===== config.mk =====
export PLATFORM = sky130hd
export DESIGN_NAME = trc_cycle_packer
export DESIGN_NICKNAME = d
export VERILOG_FILES = /design/src/rtl/trc_pack_pkg.sv /design/src/rtl/trc_cfg_guard.sv /design/src/rtl/trc_slot_encoder.sv /design/src/rtl/trc_word_accum.sv /design/src/rtl/trc_cycle_packer.sv
export SDC_FILE = /design/constraint.sdc
export NUM_CORES = 1
export LEC_CHECK = 0
export BUFFER_PORTS_ARGS = -buffer_cell sky130_fd_sc_hd__buf_2
export CAP_MARGIN = 20
export CORE_ASPECT_RATIO = 0.75
export CORE_UTILIZATION = 61
export CTS_CLUSTER_DIAMETER = 100
export DETAILED_ROUTE_END_ITERATION = 16
export PLACE_DENSITY_LB_ADDON = 0.12
export SETUP_SLACK_MARGIN = 0.5
export SYNTH_ARGS = -nofsm -noshare
export SYNTH_HDL_FRONTEND = slang
export SYNTH_SLANG_ARGS = --single-unit

===== constraint.sdc =====
create_clock -name clk -period 3.7 [get_ports clk]
set_input_delay 0.74 -clock clk [delete_from_list [all_inputs] [get_ports clk]]
set_output_delay 0.74 -clock clk [all_outputs]
set_load 0.02 [all_outputs]

===== src/rtl/trc_pack_pkg.sv =====
package trc_pack_pkg;

  typedef enum logic [1:0] {
    W_NIB  = 2'b00,
    W_BYTE = 2'b01,
    W_HALF = 2'b10,
    W_RSV  = 2'b11
  } width_e;

  typedef enum logic [1:0] {
    PM_NORMAL = 2'b00,
    PM_MUXED  = 2'b01,
    PM_DEMUX  = 2'b10,
    PM_RSV    = 2'b11
  } port_mode_e;

  typedef struct packed {
    width_e     w;
    port_mode_e m;
  } port_cfg_t;

  localparam logic [2:0] TRIG_CODE = 3'b110;
  localparam int         STAT_W    = 3;

  // Number of trace cycles that share one capture word.
  function automatic logic [1:0] lanes_per_word(width_e w);
    case (w)
      W_NIB:   return 2'd3;
      W_BYTE:  return 2'd2;
      default: return 2'd1;
    endcase
  endfunction

  // Packet bits kept per cycle for a given width.
  function automatic int pkt_bits(width_e w);
    case (w)
      W_NIB:   return 4;
      W_BYTE:  return 8;
      default: return 16;
    endcase
  endfunction

  // Bit offset of a lane inside the word.
  function automatic logic [4:0] lane_offset(width_e w, logic [1:0] lane);
    case (w)
      W_NIB:   return {lane, 3'b000};
      W_BYTE:  return 5'({lane, 3'b000}) + 5'({lane, 2'b00});
      default: return 5'd0;
    endcase
  endfunction

  // Only normal mode with a defined width, or demultiplexed at 8 bits.
  function automatic logic cfg_ok(port_cfg_t c);
    if (c.w == W_RSV) return 1'b0;
    case (c.m)
      PM_NORMAL: return 1'b1;
      PM_DEMUX:  return (c.w == W_BYTE);
      default:   return 1'b0;
    endcase
  endfunction

endpackage


===== src/rtl/trc_cfg_guard.sv =====
module trc_cfg_guard
  import trc_pack_pkg::*;
(
  input  logic       clk,
  input  logic       rst_n,
  input  logic       cap_en,
  input  logic [1:0] width_sel,
  input  logic [1:0] port_mode,
  output port_cfg_t  cfg_q,
  output logic       cfg_legal
);

  port_cfg_t cfg_in;
  logic      cfg_load;

  assign cfg_in.w  = width_e'(width_sel);
  assign cfg_in.m  = port_mode_e'(port_mode);
  assign cfg_load  = !cap_en;

  always_ff @(posedge clk or negedge rst_n) begin
    if (!rst_n) begin
      cfg_q.w <= W_HALF;
      cfg_q.m <= PM_NORMAL;
    end else if (cfg_load) begin
      cfg_q <= cfg_in;
    end
  end

  assign cfg_legal = cfg_ok(cfg_q);

  // configuration held while capture runs
  p_cfg_frozen_r8: assert property (@(posedge clk) disable iff (!rst_n)
    cap_en |=> $stable(cfg_q));

endmodule


===== src/rtl/trc_slot_encoder.sv =====
module trc_slot_encoder
  import trc_pack_pkg::*;
#(
  parameter int PKT_W   = 16,
  parameter int FIELD_W = PKT_W + 4
)(
  input  width_e             w,
  input  logic [STAT_W-1:0]  stat,
  input  logic [PKT_W-1:0]   pkt,
  input  logic               sync,
  input  logic               trig,
  output logic [FIELD_W-1:0] field
);

  localparam int N_VAR = 3;

  logic [STAT_W-1:0]  stat_eff;
  logic [PKT_W-1:0]   pkt_eff;
  logic [FIELD_W-1:0] variant [N_VAR];

  // Trigger: reserved code in status, true status moved to packet low bits.
  always_comb begin
    stat_eff = trig ? TRIG_CODE : stat;
    pkt_eff  = pkt;
    if (trig) pkt_eff[STAT_W-1:0] = stat;
  end

  for (genvar gi = 0; gi < N_VAR; gi++) begin : g_var
    localparam int PW = 4 << gi;
    assign variant[gi] = FIELD_W'({sync, pkt_eff[PW-1:0], stat_eff});
  end

  always_comb begin
    case (w)
      W_NIB:   field = variant[0];
      W_BYTE:  field = variant[1];
      W_HALF:  field = variant[2];
      default: field = '0;
    endcase
  end

  // trigger marking visible in the encoded status
  always_comb begin
    if (trig && w != W_RSV)
      a_trig_code_r5: assert (field[STAT_W-1:0] == TRIG_CODE);
  end

endmodule


===== src/rtl/trc_word_accum.sv =====
module trc_word_accum
  import trc_pack_pkg::*;
#(
  parameter int WORD_W  = 32,
  parameter int FIELD_W = 20
)(
  input  logic               clk,
  input  logic               rst_n,
  input  logic               cap_en,
  input  logic               accept,
  input  width_e             w,
  input  logic [FIELD_W-1:0] field,
  output logic [WORD_W-1:0]  word_q,
  output logic               word_vld_q,
  output logic               emit_evt,
  output logic [1:0]         lane_q
);

  logic [WORD_W-1:0] acc_q;
  logic [WORD_W-1:0] placed;
  logic [WORD_W-1:0] emit_word;
  logic [1:0]        last_lane;
  logic              fill_last;
  logic              flush_evt;

  assign last_lane = lanes_per_word(w) - 2'd1;
  assign placed    = WORD_W'(field) << lane_offset(w, lane_q);
  assign fill_last = accept && (lane_q == last_lane);
  assign flush_evt = !cap_en && (lane_q != 2'd0);
  assign emit_evt  = fill_last || flush_evt;
  assign emit_word = accept ? (acc_q | placed) : acc_q;

  always_ff @(posedge clk or negedge rst_n) begin
    if (!rst_n) begin
      acc_q  <= '0;
      lane_q <= 2'd0;
    end else if (!cap_en) begin
      acc_q  <= '0;
      lane_q <= 2'd0;
    end else if (accept) begin
      if (fill_last) begin
        acc_q  <= '0;
        lane_q <= 2'd0;
      end else begin
        acc_q  <= acc_q | placed;
        lane_q <= lane_q + 2'd1;
      end
    end
  end

  always_ff @(posedge clk or negedge rst_n) begin
    if (!rst_n) begin
      word_q     <= '0;
      word_vld_q <= 1'b0;
    end else begin
      word_vld_q <= emit_evt;
      if (emit_evt) word_q <= emit_word;
    end
  end

  // lane index stays below the lane count of the width
  p_lane_bound_r2: assert property (@(posedge clk) disable iff (!rst_n)
    lane_q < lanes_per_word(w));

  // strobe follows an emit event by one cycle
  p_strobe_r6: assert property (@(posedge clk) disable iff (!rst_n)
    emit_evt |=> word_vld_q);

  // no strobe and word held without an emit event
  p_hold_r6: assert property (@(posedge clk) disable iff (!rst_n)
    !emit_evt |=> (!word_vld_q && $stable(word_q)));

  // partial word always flushed when capture drops
  p_flush_r7: assert property (@(posedge clk) disable iff (!rst_n)
    (!cap_en && lane_q != 2'd0) |=> word_vld_q);

  // lanes empty while capture is off
  p_idle_empty_r7: assert property (@(posedge clk) disable iff (!rst_n)
    !cap_en |=> lane_q == 2'd0);

endmodule


===== src/rtl/trc_cycle_packer.sv =====
module trc_cycle_packer
  import trc_pack_pkg::*;
#(
  parameter int PKT_W  = 16,
  parameter int WORD_W = 32
)(
  input  logic              clk,
  input  logic              rst_n,
  input  logic              cap_en,
  input  logic [1:0]        width_sel,
  input  logic [1:0]        port_mode,
  input  logic              smp_vld,
  input  logic [2:0]        smp_stat,
  input  logic [PKT_W-1:0]  smp_pkt,
  input  logic              smp_sync,
  input  logic              smp_trig,
  output logic [WORD_W-1:0] word_o,
  output logic              word_vld,
  output logic              cfg_bad
);

  localparam int FIELD_W = PKT_W + STAT_W + 1;

  port_cfg_t          cfg_q;
  logic               cfg_legal;
  logic               accept;
  logic [FIELD_W-1:0] field;
  logic               emit_evt;
  logic [1:0]         lane_q;

  trc_cfg_guard u_cfg (
    .clk       (clk),
    .rst_n     (rst_n),
    .cap_en    (cap_en),
    .width_sel (width_sel),
    .port_mode (port_mode),
    .cfg_q     (cfg_q),
    .cfg_legal (cfg_legal)
  );

  assign accept  = cap_en && smp_vld && cfg_legal;
  assign cfg_bad = !cfg_legal;

  trc_slot_encoder #(.PKT_W(PKT_W), .FIELD_W(FIELD_W)) u_enc (
    .w     (cfg_q.w),
    .stat  (smp_stat),
    .pkt   (smp_pkt),
    .sync  (smp_sync),
    .trig  (smp_trig),
    .field (field)
  );

  trc_word_accum #(.WORD_W(WORD_W), .FIELD_W(FIELD_W)) u_acc (
    .clk        (clk),
    .rst_n      (rst_n),
    .cap_en     (cap_en),
    .accept     (accept),
    .w          (cfg_q.w),
    .field      (field),
    .word_q     (word_o),
    .word_vld_q (word_vld),
    .emit_evt   (emit_evt),
    .lane_q     (lane_q)
  );

  // nothing packed while the configuration is illegal
  p_illegal_quiet_r9: assert property (@(posedge clk) disable iff (!rst_n)
    cfg_bad |=> (lane_q == 2'd0 && !word_vld));

  // idle sample cycles do not advance the lane
  p_idle_sample_r10: assert property (@(posedge clk) disable iff (!rst_n)
    (cap_en && !smp_vld) |=> $stable(lane_q));

endmodule


# Yosys cells after proc, flatten, opt, wreduce, memory -nomap -nowiden
# Index checks and enable logic that the tools add are counted.
# totals
input_bits	29
word_cells	43
regBits	71
# classes
n_eq_ne	6
bitwise_logic	1
addsub	3
n_mux	16
n_reduce_logical	10
shift	1
# op_table
cell	n
$mux 32	4
$pmux 20 s3	1
$or 32x32->32	1
$shl 20x5->32	1
$pmux 5 s2	1
$eq 2x2->1 const B	3
$mux 2	3
$mux 3	2
$add 5x4->5	1
$logic_and 1x1->1	4
$logic_not 2->1	2
$pmux 2 s2	1
$mux 1	3
$add 2x1->2 const B	1
$eq 2x1->1 const B	1
$eq 2x2->1	1
$logic_not 1->1	2
$ne 2x1->1 const B	1
$pmux 1 s2	1
$reduce_bool 2->1	1
$sub 2x1->2 const B	1
$logic_or 1x1->1	1

# Depth between registers and ports, before layout
# logic_depth
depth_word	8
ltp_mapped	12

# By module
# Synthesis repeated with hierarchy kept, for this count alone.
# hier_totals
cells_unflattened	409
hier_area_um2	3886.2
# modules_own_cells
mod	area_per_inst_um2	cells_per_inst	n_inst
trc_word_accum	3463.3	365	1
trc_slot_encoder	252.7	32	1
trc_cfg_guard	160.2	10	1
trc_cycle_packer	10.0	2	1

# Worst setup path before layout
# OpenSTA, ideal clock, no wires.
# synth_timing
kind	reg-to-reg
start	register u_cfg.cfg_q[2] (netlist name)
end	register u_acc.acc_q[16]
stages_incl_launch_ff	12
path_buffers	6
t_arrival_ps	2230
required_time_ps	3568
path_slack_ps	1337
setup_ps	132
synth_period_minus_slack_ps	2363
path_cell_list	dfrtp_1 -> buf_4 -> buf_2 -> nor2b_1 -> ha_1 -> buf_4 -> buf_2 -> clkbuf_1 -> buf_2 -> o21ai_0 -> a211oi_1 -> o21ai_0
# synth_between
elab_chain_len	8
elab_cells_between_ends	20
classes_between	add/sub (1); eq/ne (5); shift (1); mux (9); bitwise (1); reduce/logical (3)
# synth_lines
element	line	text
branches (longest 8 deep; another with $shl 20x5->32)	--	
to (signal assigned)	trc_word_accum.sv:45	acc_q <= acc_q | placed;
to (decl)	trc_word_accum.sv:19	logic [WORD_W-1:0] acc_q;
# Several ways; the timed one is not identified. The select of a mux whose other input is x is not followed.
# A chain may end at the register's enable or synchronous reset.

# Worst setup path after layout
# layout_timing
start	register u_acc.lane_q[1]
end	register u_acc.word_q[29]
# layout_between
elab_chain_len	5
elab_cells_between_ends	10
classes_between	add/sub (1); eq/ne (1); shift (1); mux (2); bitwise (1); reduce/logical (4)
# layout_lines
element	line	text
from (decl)	trc_word_accum.sv:16	output logic [1:0] lane_q
from (signal assigned)	trc_word_accum.sv:46	lane_q <= lane_q + 2'd1;
$add 5x4->5	trc_pack_pkg.sv:47	W_BYTE: return 5'({lane, 3'b000}) + 5'({lane, 2'b00});
$pmux 5 s2	trc_pack_pkg.sv:45	case (w)
$shl 20x5->32	trc_word_accum.sv:27	assign placed = WORD_W'(field) << lane_offset(w, lane_q);
$or 32x32->32	trc_word_accum.sv:31	assign emit_word = accept ? (acc_q | placed) : acc_q;
$mux 32	trc_word_accum.sv:31	
to (signal assigned)	trc_word_accum.sv:57	if (emit_evt) word_q <= emit_word;
to (decl)	trc_word_accum.sv:13	output logic [WORD_W-1:0] word_q,
# Several ways; a longest one is shown, not always the timed one.

==> flow_summary.ini <==
[status]
status = finished clean

[drt]
routedWlPerCell_um = 18.2
wl_met3_um = 706
wl_met1_um = 4380
antenna_left = 0
met2_wirelength_um = 4490
wl_um = 9670
routed_via_density = 6.14
highest_layer = met4
vias = 3267
drt_first_pass_iters = 5
drt_iter0_markers = 399
post-route-drc-count = 0

[synthesis]
synth_edf_count = 0
synth_ff_type = dfrtp_1
syn_area_um2 = 3740
yosysSeqAreaShare_pct = 47.5
netlist_instances = 393
ys_types = 57
netlist_top_cells_area = dfrtp_1, a21oi_1, mux2i_1
async_reset_ff_share_pct = 100
syn_area_per_cell_um2 = 9.53
ys_warn_count = 0
syn_nets = 425
synth-seq-cells = 71
synth.largest_area_cell = dfrtp_1
synth_top_area_share_pct = 46.8

[floorplanning]
initial_core_util_pct = 63.9
core_area_um2 = 5860
die_width_um = 92.5
ios = 63
die_area_um2 = 6460
die_h_um = 69.8
num_rows = 24

[cells_and_area]
area_delta_synth_final_pct = 15.0
drive_above_1_share_pct = 25.1
num-nets-final = 481
mostFrequentLayoutCell = dfrtp_1
final_cell_mix = dfrtp_1, buf_2, a21oi_1, nand2_1, nor2_1
antennaDiodeCount = 0

[place]
dp_hpwl_um = 7070
gp_congestion = 0.982
portBuffers = 62
place_ws_ns = 0.951

[grt]
overflow = 0
antenna_found_initial = 0
grt_pass1_vias = 3116
grt_max_degree = 42
track_usage_pct = 32.6
grt_pass1_wl_um = 15900

[sta]
hold_viol_final = 0
rsz0062_at_grt = false
relSlewSlack_pct = 40.6
layout_setup_ws_ns = 0.873
setup_violations = 0
clock_skew_ns = 0.00948
tightest_slew_ns = 0.890
finalCritPeriodShare_pct = 76.4
layout_min_cycle_time_ns = 2.83
fin_tns_setup_ns = 0
final_max_slew_viol_count = 0
max_freq_ghz = 0.354

[worst_hold_path]
whs_endpoint = u_acc.word_q[4]
min_path_type = register to register
hold_path_startpoint = u_acc.word_q[4]
hold_path_depth = 2

[clock_network]
post-cts-setup-buffers = 0
cts_resized = 0
cts_buffers = 9
clock-sinks = 71
cts-root-buf = clkbuf_8
cts_hold_buf = 0
clk-insertion-delay-late_ns = 0.34
cts_tree = yes
clk_pin_slew_ns = 0.08
htreeDepth = 3
clockBufferDepth = 2

[worst_setup_path]
cp.arrival_ns = 3.06
regToRegSetupSlack_ns = 0.87
crit_type = register to register
critPathRequiredTime_ns = 3.93
r2r_start = u_acc.lane_q[1]
startpoint_type = register
cp_max_fo = 16
cp-end-kind = register
reg2regPathDepth = 7
r2r_end = u_acc.word_q[29]

[flow_run]
maxCapViolations = 0

[pwr]
leakage_nw = 2.05
powerDensity_nw_per_um2 = 507
ir_worst_vdd_mv = 0.422
## cells in the mapped netlist (6+ instances only)
| cell | instances |
|---|---|
| mux2i_1 | 18 |
| a21oi_1 | 43 |
| o21ai_1 | 11 |
| a31oi_1 | 9 |
| dfrtp_1 | 70 |
| o211ai_1 | 6 |
| clkbuf_1 | 7 |
| nand2_1 | 42 |
| inv_1 | 6 |
| nor2_1 | 37 |
| o21ai_0 | 32 |
| a22o_1 | 7 |
| buf_2 | 13 |
| nor3_1 | 6 |
| mux2_2 | 12 |
## metrics by stage
| stage | util (%) | total power [mW] | hold WS [ns] | cell area [um2] | cells |
|---|---|---|---|---|---|
| floorplan | - | 1.32 | 0.444 | 3740 | 393 |
| global placement | 69.8 | 1.50 | 0.458 | 4090 | 516 |
| detailed placement | 69.8 | 1.51 | 0.465 | 4090 | 516 |
| CTS | 73.5 | 2.19 | 0.484 | 4310 | 532 |
| global route | 73.5 | 2.29 | 0.499 | 4310 | 532 |
| finish | 73.5 | 2.18 | 0.478 | 4310 | 532 |
## layer usage
metal  vias to the layer above  track usage (%)
met2                       149             50.8
li1                       1531                -
met4                         0             8.16
met1                      1569             46.3
met5                         -                0
met3                        18             7.68
## logic make-up after synthesis
logic type | after synthesis | share of synthesized area, %
AO/OA/AOI/OAI | 137 | 22.4
AND/OR/NAND/NOR | 115 | 14.5
flip-flops | 71 | 47.5
buffers and inverters | 33 | 4.55
multiplexers | 33 | 9.79
adder cells (fa/ha/maj) | 3 | 1.00
XOR/XNOR | 1 | 0.234
## area by class of cell
type / instances / area (um2)
Timing Repair Buffer: 71 / 378
Fill cell: 430 / 1550
Tap cell: 78 / 97.6
Sequential cell: 71 / 1780
Inverter: 7 / 26.3
Clock buffer: 9 / 124
Clock inverter: 7 / 95.1
Multi-Input combinational cell: 289 / 1810
## registers in the layout (all words and copies together) (netlist names)
name and count:
u_cfg.cfg_q 4, u_acc.word_q 32, u_acc.acc_q 32, u_acc.word_vld_q 1, u_acc.lane_q 2
## worst max path at each step
stage | start | to | slack (ns) | depth (start not counted)
after global routing | u_acc.lane_q[0] | u_acc.word_q[28] | 0.65 | 7
after detailed placement | u_acc.lane_q[0] | u_acc.word_q[29] | 0.95 | 7
after global placement | u_acc.lane_q[0] | u_acc.word_q[13] | 1.12 | 7
after CTS | u_acc.lane_q[0] | u_acc.word_q[14] | 0.92 | 7
after floorplan | u_cfg.cfg_q[2] | u_acc.acc_q[16] | 1.34 | 11
final | u_acc.lane_q[1] | u_acc.word_q[29] | 0.87 | 7
## worst max-delay path: stages (launching register included)
cell	delay (ns)
dfrtp_1	0.50
inv_1	0.08
ha_1	0.39
mux2i_1	0.40
or2_1	0.61
mux2_2	0.46
a21oi_1	0.18
o21ai_0	0.09
## power by group
| group | switching (mW) | internal, mW |
|---|---|---|
| clock network | 0.299 | 0.380 |
| registers | 0.0543 | 0.882 |
| logic | 0.374 | 0.195 |
| total | 0.727 | 1.46 |
Power figures use the tool's default switching activity.
